<file path="src/rtl/ipb_pkg.sv">
package ipb_pkg;
   localparam int unsigned BYTE_W = 8;
   localparam int unsigned LANES  = 4;

   // one-hot steering code: offset 0 selects the top lane bit
   function automatic logic [LANES-1:0] lane_onehot(input logic [1:0] off);
      lane_onehot = 4'b1000 >> off;
   endfunction

   // bit b set keeps operand byte b; upper bytes are dropped as length grows
   function automatic logic [LANES-1:0] keep_code(input int unsigned len);
      if (len <= 1)
         keep_code = 4'hF;
      else if (len >= 5)
         keep_code = 4'h0;
      else
         keep_code = 4'hF >> (len - 1);
   endfunction
endpackage

</file>
<file path="src/rtl/ipb_ptrs.sv">
module ipb_ptrs #(
   parameter int unsigned PC_W  = 32,
   parameter int unsigned LEN_W = 3,
   parameter int unsigned STEP  = 4
) (
   input  logic             clk,
   input  logic             rst_n,
   input  logic             pc_load,
   input  logic [PC_W-1:0]  pc_value,
   input  logic             adv,
   input  logic [LEN_W-1:0] adv_len,
   input  logic             wr_accept,
   output logic [PC_W-1:0]  cur_pc,
   output logic [PC_W-1:0]  next_pc,
   output logic [PC_W-1:0]  fetch_pc
);
   always_ff @(posedge clk) begin
      if (!rst_n) begin
         cur_pc   <= '0;
         next_pc  <= '0;
         fetch_pc <= '0;
      end else if (pc_load) begin
         next_pc  <= pc_value;
         fetch_pc <= pc_value;
      end else begin
         if (adv) begin
            cur_pc  <= next_pc;
            next_pc <= next_pc + PC_W'(adv_len);
         end
         if (wr_accept)
            fetch_pc <= fetch_pc + PC_W'(STEP);
      end
   end

   AST_ADVANCE_STEP: assert property (@(posedge clk) disable iff (!rst_n)
      adv && !pc_load |=> cur_pc == $past(next_pc)
                          && next_pc == $past(next_pc) + PC_W'($past(adv_len)));
   AST_LOAD_POINTERS: assert property (@(posedge clk) disable iff (!rst_n)
      pc_load |=> next_pc == $past(pc_value) && fetch_pc == $past(pc_value)
                  && $stable(cur_pc));
endmodule

</file>
<file path="src/rtl/ipb_store.sv">
module ipb_store #(
   parameter int unsigned WORD_W   = 32,
   parameter int unsigned DEPTH    = 8,
   parameter int unsigned SLOT_W   = 3,
   parameter int unsigned SPAN_W   = 2,
   parameter int unsigned MAX_SPAN = 2
) (
   input  logic              clk,
   input  logic              rst_n,
   input  logic              pc_load,
   input  logic              wr_accept,
   input  logic [SLOT_W-1:0] wr_slot,
   input  logic [WORD_W-1:0] wr_data,
   input  logic              adv_accept,
   input  logic [SLOT_W-1:0] rd_slot,
   input  logic [SPAN_W-1:0] span,
   output logic [DEPTH-1:0]  valid_q,
   output logic [WORD_W-1:0] rd_word,
   output logic [WORD_W-1:0] nx_word
);
   logic [WORD_W-1:0] words_q [DEPTH];
   logic [DEPTH-1:0]  valid_d;
   logic [SLOT_W-1:0] nx_slot;

   assign nx_slot = rd_slot + SLOT_W'(1);
   assign rd_word = words_q[rd_slot];
   assign nx_word = words_q[nx_slot];

   always_comb begin
      valid_d = valid_q;
      if (adv_accept) begin
         for (int k = 0; k < MAX_SPAN; k++) begin
            if (SPAN_W'(k) < span)
               valid_d[rd_slot + SLOT_W'(k)] = 1'b0;
         end
      end
      if (wr_accept)
         valid_d[wr_slot] = 1'b1;
      if (pc_load)
         valid_d = '0;
   end

   always_ff @(posedge clk) begin
      if (!rst_n)
         valid_q <= '0;
      else
         valid_q <= valid_d;
   end

   always_ff @(posedge clk) begin
      if (wr_accept)
         words_q[wr_slot] <= wr_data;
   end

   AST_LOAD_FLUSH: assert property (@(posedge clk) disable iff (!rst_n)
      pc_load |=> valid_q == '0);
   AST_WRITE_MARKS: assert property (@(posedge clk) disable iff (!rst_n)
      wr_accept && !pc_load |=> valid_q[$past(wr_slot)]);
   AST_CONSUME_RELEASES: assert property (@(posedge clk) disable iff (!rst_n)
      adv_accept && !pc_load && !wr_accept && span != '0 |=> !valid_q[$past(rd_slot)]);
endmodule

</file>
<file path="src/rtl/ipb_align.sv">
module ipb_align #(
   parameter int unsigned WORD_W = 32
) (
   input  logic [WORD_W-1:0]         cur_w,
   input  logic [WORD_W-1:0]         nx_w,
   input  logic [1:0]                off,
   output logic [ipb_pkg::BYTE_W-1:0] opcode,
   output logic [WORD_W-1:0]         operand_raw
);
   import ipb_pkg::*;
   localparam int unsigned PAIR_W = 2 * WORD_W;

   logic [PAIR_W-1:0] pair;
   logic [LANES-1:0]  lane;
   logic [PAIR_W-1:0] cand [LANES];
   logic [PAIR_W-1:0] sel;

   assign pair = {nx_w, cur_w};
   assign lane = lane_onehot(off);

   for (genvar l = 0; l < LANES; l++) begin : g_lane
      assign cand[l] = pair >> (BYTE_W * (LANES - 1 - l));
   end

   always_comb begin
      sel = '0;
      for (int l = 0; l < LANES; l++)
         sel = sel | (cand[l] & {PAIR_W{lane[l]}});
   end

   assign opcode      = sel[BYTE_W-1:0];
   assign operand_raw = sel[BYTE_W +: WORD_W];
endmodule

</file>
<file path="src/rtl/ipb_operand.sv">
module ipb_operand #(
   parameter int unsigned WORD_W = 32,
   parameter int unsigned LEN_W  = 3
) (
   input  logic              clk,
   input  logic              rst_n,
   input  logic              adv_accept,
   input  logic [LEN_W-1:0]  adv_len,
   input  logic [WORD_W-1:0] operand_raw,
   output logic [WORD_W-1:0] operand_q
);
   import ipb_pkg::*;

   logic [LANES-1:0]  keep;
   logic [WORD_W-1:0] masked;

   assign keep = keep_code(int'(adv_len));

   for (genvar b = 0; b < LANES; b++) begin : g_byte
      assign masked[b*BYTE_W +: BYTE_W] =
         keep[b] ? operand_raw[b*BYTE_W +: BYTE_W] : '0;
   end

   always_ff @(posedge clk) begin
      if (!rst_n)
         operand_q <= '0;
      else if (adv_accept)
         operand_q <= masked;
   end

   AST_LONG_ZERO: assert property (@(posedge clk) disable iff (!rst_n)
      adv_accept && adv_len >= LEN_W'(5) |=> operand_q == '0);
   AST_LEN4_ONE_BYTE: assert property (@(posedge clk) disable iff (!rst_n)
      adv_accept && adv_len == LEN_W'(4) |=> operand_q[WORD_W-1:BYTE_W] == '0);
   AST_OPERAND_HOLD: assert property (@(posedge clk) disable iff (!rst_n)
      !adv_accept |=> $stable(operand_q));
endmodule

</file>
<file path="src/rtl/ipb_prefetch_aligner.sv">
module ipb_prefetch_aligner #(
   parameter int unsigned PC_W  = 32,
   parameter int unsigned DEPTH = 8,
   parameter int unsigned LEN_W = 3
) (
   input  logic             clk,
   input  logic             rst_n,
   input  logic             wr_en,
   input  logic [31:0]      wr_data,
   input  logic             pc_load,
   input  logic [PC_W-1:0]  pc_value,
   input  logic             adv,
   input  logic [LEN_W-1:0] adv_len,
   output logic [PC_W-1:0]  cur_pc,
   output logic [PC_W-1:0]  next_pc,
   output logic [PC_W-1:0]  fetch_pc,
   output logic [PC_W-3:0]  fetch_word_addr,
   output logic             buf_empty,
   output logic             buf_full,
   output logic             op_valid,
   output logic [7:0]       opcode,
   output logic [7:0]       reg_index,
   output logic [31:0]      operand_zx
);
   localparam int unsigned WORD_W   = 32;
   localparam int unsigned STEP     = WORD_W / 8;
   localparam int unsigned SLOT_W   = $clog2(DEPTH);
   localparam int unsigned MAX_LEN  = (1 << LEN_W) - 1;
   localparam int unsigned MAX_SPAN = (MAX_LEN + STEP - 1) / STEP;
   localparam int unsigned SPAN_W   = $clog2(MAX_SPAN + 1);

   initial begin
      assert (DEPTH >= 2 && (DEPTH & (DEPTH - 1)) == 0)
         else $error("DEPTH must be a power of two of at least 2");
      assert (PC_W > SLOT_W + 2)
         else $error("PC_W too narrow for the slot index");
      assert (LEN_W >= 1 && LEN_W <= 4)
         else $error("LEN_W out of range");
   end

   logic              wr_accept, adv_accept;
   logic [DEPTH-1:0]  valid_q;
   logic [SLOT_W-1:0] rd_slot, wr_slot;
   logic [PC_W-1:0]   adv_end;
   logic [SPAN_W-1:0] span;
   logic [WORD_W-1:0] rd_word, nx_word, operand_raw;

   assign wr_accept  = wr_en & ~buf_full & ~pc_load;
   assign adv_accept = adv & ~pc_load;
   assign rd_slot    = next_pc[SLOT_W+1:2];
   assign wr_slot    = fetch_pc[SLOT_W+1:2];
   assign adv_end    = next_pc + PC_W'(adv_len);
   assign span       = SPAN_W'(adv_end[PC_W-1:2] - next_pc[PC_W-1:2]);

   ipb_ptrs #(.PC_W(PC_W), .LEN_W(LEN_W), .STEP(STEP)) u_ptrs (
      .clk(clk), .rst_n(rst_n), .pc_load(pc_load), .pc_value(pc_value),
      .adv(adv), .adv_len(adv_len), .wr_accept(wr_accept),
      .cur_pc(cur_pc), .next_pc(next_pc), .fetch_pc(fetch_pc)
   );

   ipb_store #(.WORD_W(WORD_W), .DEPTH(DEPTH), .SLOT_W(SLOT_W),
               .SPAN_W(SPAN_W), .MAX_SPAN(MAX_SPAN)) u_store (
      .clk(clk), .rst_n(rst_n), .pc_load(pc_load), .wr_accept(wr_accept),
      .wr_slot(wr_slot), .wr_data(wr_data), .adv_accept(adv_accept),
      .rd_slot(rd_slot), .span(span), .valid_q(valid_q),
      .rd_word(rd_word), .nx_word(nx_word)
   );

   ipb_align #(.WORD_W(WORD_W)) u_align (
      .cur_w(rd_word), .nx_w(nx_word), .off(next_pc[1:0]),
      .opcode(opcode), .operand_raw(operand_raw)
   );

   ipb_operand #(.WORD_W(WORD_W), .LEN_W(LEN_W)) u_operand (
      .clk(clk), .rst_n(rst_n), .adv_accept(adv_accept), .adv_len(adv_len),
      .operand_raw(operand_raw), .operand_q(operand_zx)
   );

   assign reg_index       = operand_raw[7:0];
   assign buf_empty       = ~valid_q[rd_slot];
   assign op_valid        = valid_q[rd_slot];
   assign buf_full        = &valid_q;
   assign fetch_word_addr = fetch_pc[PC_W-1:2];

   AST_FLAGS_EXCLUSIVE: assert property (@(posedge clk) disable iff (!rst_n)
      buf_empty != op_valid);
   AST_FULL_WRITE_HOLD: assert property (@(posedge clk) disable iff (!rst_n)
      wr_en && buf_full && !pc_load |=> $stable(fetch_pc));
   AST_OPCODE_LANE: assert property (@(posedge clk) disable iff (!rst_n)
      op_valid |-> opcode == rd_word[8*next_pc[1:0] +: 8]);
endmodule

</file>
<file path="config.mk">
export PLATFORM = sky130hd
export DESIGN_NAME = ipb_prefetch_aligner
export DESIGN_NICKNAME = d
export VERILOG_FILES = /design/src/rtl/ipb_pkg.sv /design/src/rtl/ipb_ptrs.sv /design/src/rtl/ipb_store.sv /design/src/rtl/ipb_align.sv /design/src/rtl/ipb_operand.sv /design/src/rtl/ipb_prefetch_aligner.sv
export SDC_FILE = /design/constraint.sdc
export NUM_CORES = 1
export LEC_CHECK = 0
export BUFFER_PORTS_ARGS = -buffer_cell sky130_fd_sc_hd__buf_2
export CAP_MARGIN = 20
export CORE_ASPECT_RATIO = 1.75
export CORE_MARGIN = 4
export CORE_UTILIZATION = 63
export DETAILED_ROUTE_END_ITERATION = 8
export PLACE_DENSITY = 0.95
export SYNTH_ARGS = -nofsm -noshare
export SYNTH_HDL_FRONTEND = slang
export SYNTH_SLANG_ARGS = --single-unit
</file>
<file path="constraint.sdc">
create_clock -name clk -period 7.75 [get_ports clk]
set_input_delay 0 -clock clk [delete_from_list [all_inputs] [get_ports clk]]
set_output_delay 0 -clock clk [all_outputs]
set_load 0.02 [all_outputs]
</file>
==> flow_summary.json <==
{
  "setup_viol": 0,
  "timing.slew.headroom_pct": 29.1,
  "die_area_um2": 33400,
  "fin_util_pct": 74.4,
  "worstSkewPairLatency_ps": 550,
  "fp.dieH_um": 239,
  "hold_viol": 0,
  "max_stage_delay_ps": 730,
  "layout_min_cycle_time_ps": 4280,
  "min_path_type": "input pin to flop",
  "setup_slack_ps": 3470,
  "grt_usage_pct": 35.5,
  "grt_pass1_vias": 15236,
  "cts_tree": "done",
  "post_cts_buffers": 0,
  "timing.rr.start": "u_ptrs.next_pc[2]$_SDFFE_PN0N_",
  "vias": 15177,
  "drive_gt1_share_pct": 28.9,
  "cp.arrival_ps": 4280,
  "crit_slowest_cell": "buf_4",
  "start_kind": "flop",
  "ys_seq_area_share_pct": 54.6,
  "clockBufferDepth": 3,
  "path_cells": "ha_4, buf_4, mux4_2, mux2i_1, mux2i_1, mux2i_1, inv_1, buf_2",
  "ir_worst_vdd_uv": 188,
  "cts_root_buf": "clkbuf_16",
  "io_pins": 249,
  "areaGrowthSynthToFinish_pct": 16.6,
  "drv_slew": 0,
  "antenna_found_initial": 9,
  "synth_seq_cells": 395,
  "gp_congestion": 0.915,
  "first_pass_iters": 6,
  "skew_ps": 20.9,
  "final.period_utilization_pct": 55.3,
  "netlist_area_um2": 19200,
  "p_leak_nw": 8.13,
  "start_util_pct": 63.8,
  "cts_resized": 0,
  "final_common_cell": "edfxtp_1",
  "fmax_ghz": 0.233,
  "ys.flop_type": "edfxtp_1",
  "power.density_nw_per_um2": 226,
  "finalSetupTns_ps": 0,
  "ys_warn_count": 0,
  "rrSetupSlack_ps": 4000,
  "avgSynthCellArea_um2": 13.0,
  "r2r_end": "u_operand.operand_q[21]$_SDFFE_PN0P_",
  "synth_cell_types": 79,
  "final_cell_mix": "edfxtp_1 (256), buf_2 (248), nand2_1 (145), dfxtp_1 (134), mux4_2 (112)",
  "synth_cells": 1475,
  "crit_type": "flop to output port",
  "clock-sinks": 395,
  "port_buffers": 248,
  "via_per_inst": 7.08,
  "grt_max_degree": 87,
  "synth_edf_count": 256,
  "routed_wl_um": 60900,
  "grt_pass1_wl_um": 90400,
  "worst-r2r-cell-count": 7,
  "numCtsBuffers": 36,
  "place_ws_ps": 4200,
  "fp.dieW_um": 140,
  "ctsHoldBuffers": 64,
  "worst_slew_pin_slew_ps": 1060,
  "drt_iter0_markers": 2015,
  "hold_path_depth": 5,
  "core_um2": 30100,
  "cpMostUsedCell": "mux2i_1",
  "cp_max_fo": 58,
  "rows": 84,
  "holdCritStartpoint": "adv_len[0]",
  "async_flop_share_pct": 0,
  "detail-route-antenna-nets": 0,
  "cts_max_level": 2,
  "cp-end-kind": "output port",
  "cap_viol_max_count": 0,
  "hpwlAfterDp_um": 37700,
  "grt_overflow": 0,
  "p_total_mw": 5.05,
  "holdPathEnd": "u_ptrs.next_pc[0]$_SDFFE_PN0N_",
  "required_ps": 7750,
  "rsz0062_at_grt": "no",
  "status": "finished clean",
  "synth_nets": 1558,
  "wire_per_inst_um": 28.4,
  "drc": 0,
  "fin_nets": 1806,
  "clkTransAtPathRegs_ps": 60
}
-- worst max-delay path: cells and delay by family, from the launching register on --
family	cells	cell delay (ps)
buffers and inverters	3	1010
adders and majority gates	1	510
DFF	1	720
muxes	4	1400
-- worst max-delay path by stage --
stage / from / slack, ps / endpoint / cells past startpoint
2_1_floorplan: u_store.valid_q[5]$_SDFF_PP0_ / 3230 / u_store.valid_q[2]$_SDFF_PP0_ / 5
3_3_place_gp: u_ptrs.next_pc[2]$_SDFFE_PN0N_ / 4280 / u_operand.operand_q[21]$_SDFFE_PN0P_ / 7
3_5_place_dp: u_ptrs.next_pc[2]$_SDFFE_PN0N_ / 4200 / u_operand.operand_q[19]$_SDFFE_PN0P_ / 7
4_1_cts: u_ptrs.next_pc[2]$_SDFFE_PN0N_ / 3710 / reg_index[1] / 8
5_1_grt: u_ptrs.next_pc[2]$_SDFFE_PN0N_ / 3320 / reg_index[1] / 8
6_report: u_ptrs.next_pc[2]$_SDFFE_PN0N_ / 3470 / reg_index[1] / 8
-- layer usage --
| layer | up-vias | wire length (um) | GRT usage (%) | share of wire, % |
|---|---|---|---|---|
| met4 | 4 | 5160 | 24.8 | 8.5 |
| met3 | 377 | 7530 | 8.81 | 12 |
| met2 | 1424 | 29900 | 60.5 | 49 |
| met1 | 7179 | 18300 | 38.8 | 30 |
| met5 | - | 25 | 0 | 0.041 |
| li1 | 6193 | - | - | - |
-- kinds of logic after synthesis --
kind of cell	share of synthesized area [%]
simple gates	9.53
compound gates	9.87
xor+xnor	1.81
mux	19.0
buf+inv	4.40
flops	54.6
fa+ha+maj	0.757
-- power by group --
| group | leakage, nW | total (mW) | internal (mW) | switching, mW |
|---|---|---|---|---|
| clock network | 0.596 | 1.86 | 1.06 | 0.800 |
| registers | 3.45 | 2.38 | 2.30 | 0.0780 |
| logic | 4.08 | 0.812 | 0.319 | 0.493 |
| total | 8.13 | 5.05 | 3.68 | 1.37 |
-- stage by stage --
step / instance area [um2] / hold WS, ps / instances
2_1_floorplan: 19200 / 98.9 / 1475
3_3_place_gp: 20400 / 244 / 2005
3_5_place_dp: 20500 / 246 / 2008
4_1_cts: 22300 / 13.1 / 2138
5_1_grt: 22400 / 68.0 / 2145
6_report: 22400 / 30.6 / 2145
-- cell usage after synthesis (all sizes together) (11+ instances only) --
library cell / count / area share, %
a21oi: 64 / 1.7
mux4: 112 / 13
dfxtp: 139 / 15
clkbuf: 51 / 1.0
and3: 18 / 0.59
or3: 11 / 0.36
mux2i: 89 / 4.6
nor2: 39 / 0.76
o21ai: 73 / 1.9
nand3: 23 / 0.60
edfxtp: 256 / 40
xor2: 18 / 0.86
xnor2: 20 / 0.95
buf: 81 / 2.8
a31oi: 16 / 0.52
nand2: 145 / 2.8
nor3: 23 / 0.63
nor2b: 18 / 0.59
mux2: 21 / 1.2
nor4: 11 / 0.39
nand4: 26 / 0.91
inv: 28 / 0.55
a21boi: 32 / 1.3
-- sequential cells by signal, summed over array words and instances, names as in the netlist, named ones only --
name / count
u_store.words_q: 256
u_operand.operand_q: 32
u_ptrs.cur_pc: 32
u_ptrs.fetch_pc: 32
u_ptrs.next_pc: 32
u_store.valid_q: 8
-- layout make-up --
class / instances / area, um2
fill: 1731 / 7700
tap: 387 / 484
timing repair buffer: 342 / 2110
inverter: 28 / 105
clock inverter: 18 / 221
clock buffer: 48 / 1010
multi-input combinational: 920 / 7940
antenna: 7 / 17.5
sequential: 395 / 10500
Note: power is estimated with default switching activity, not from simulation.
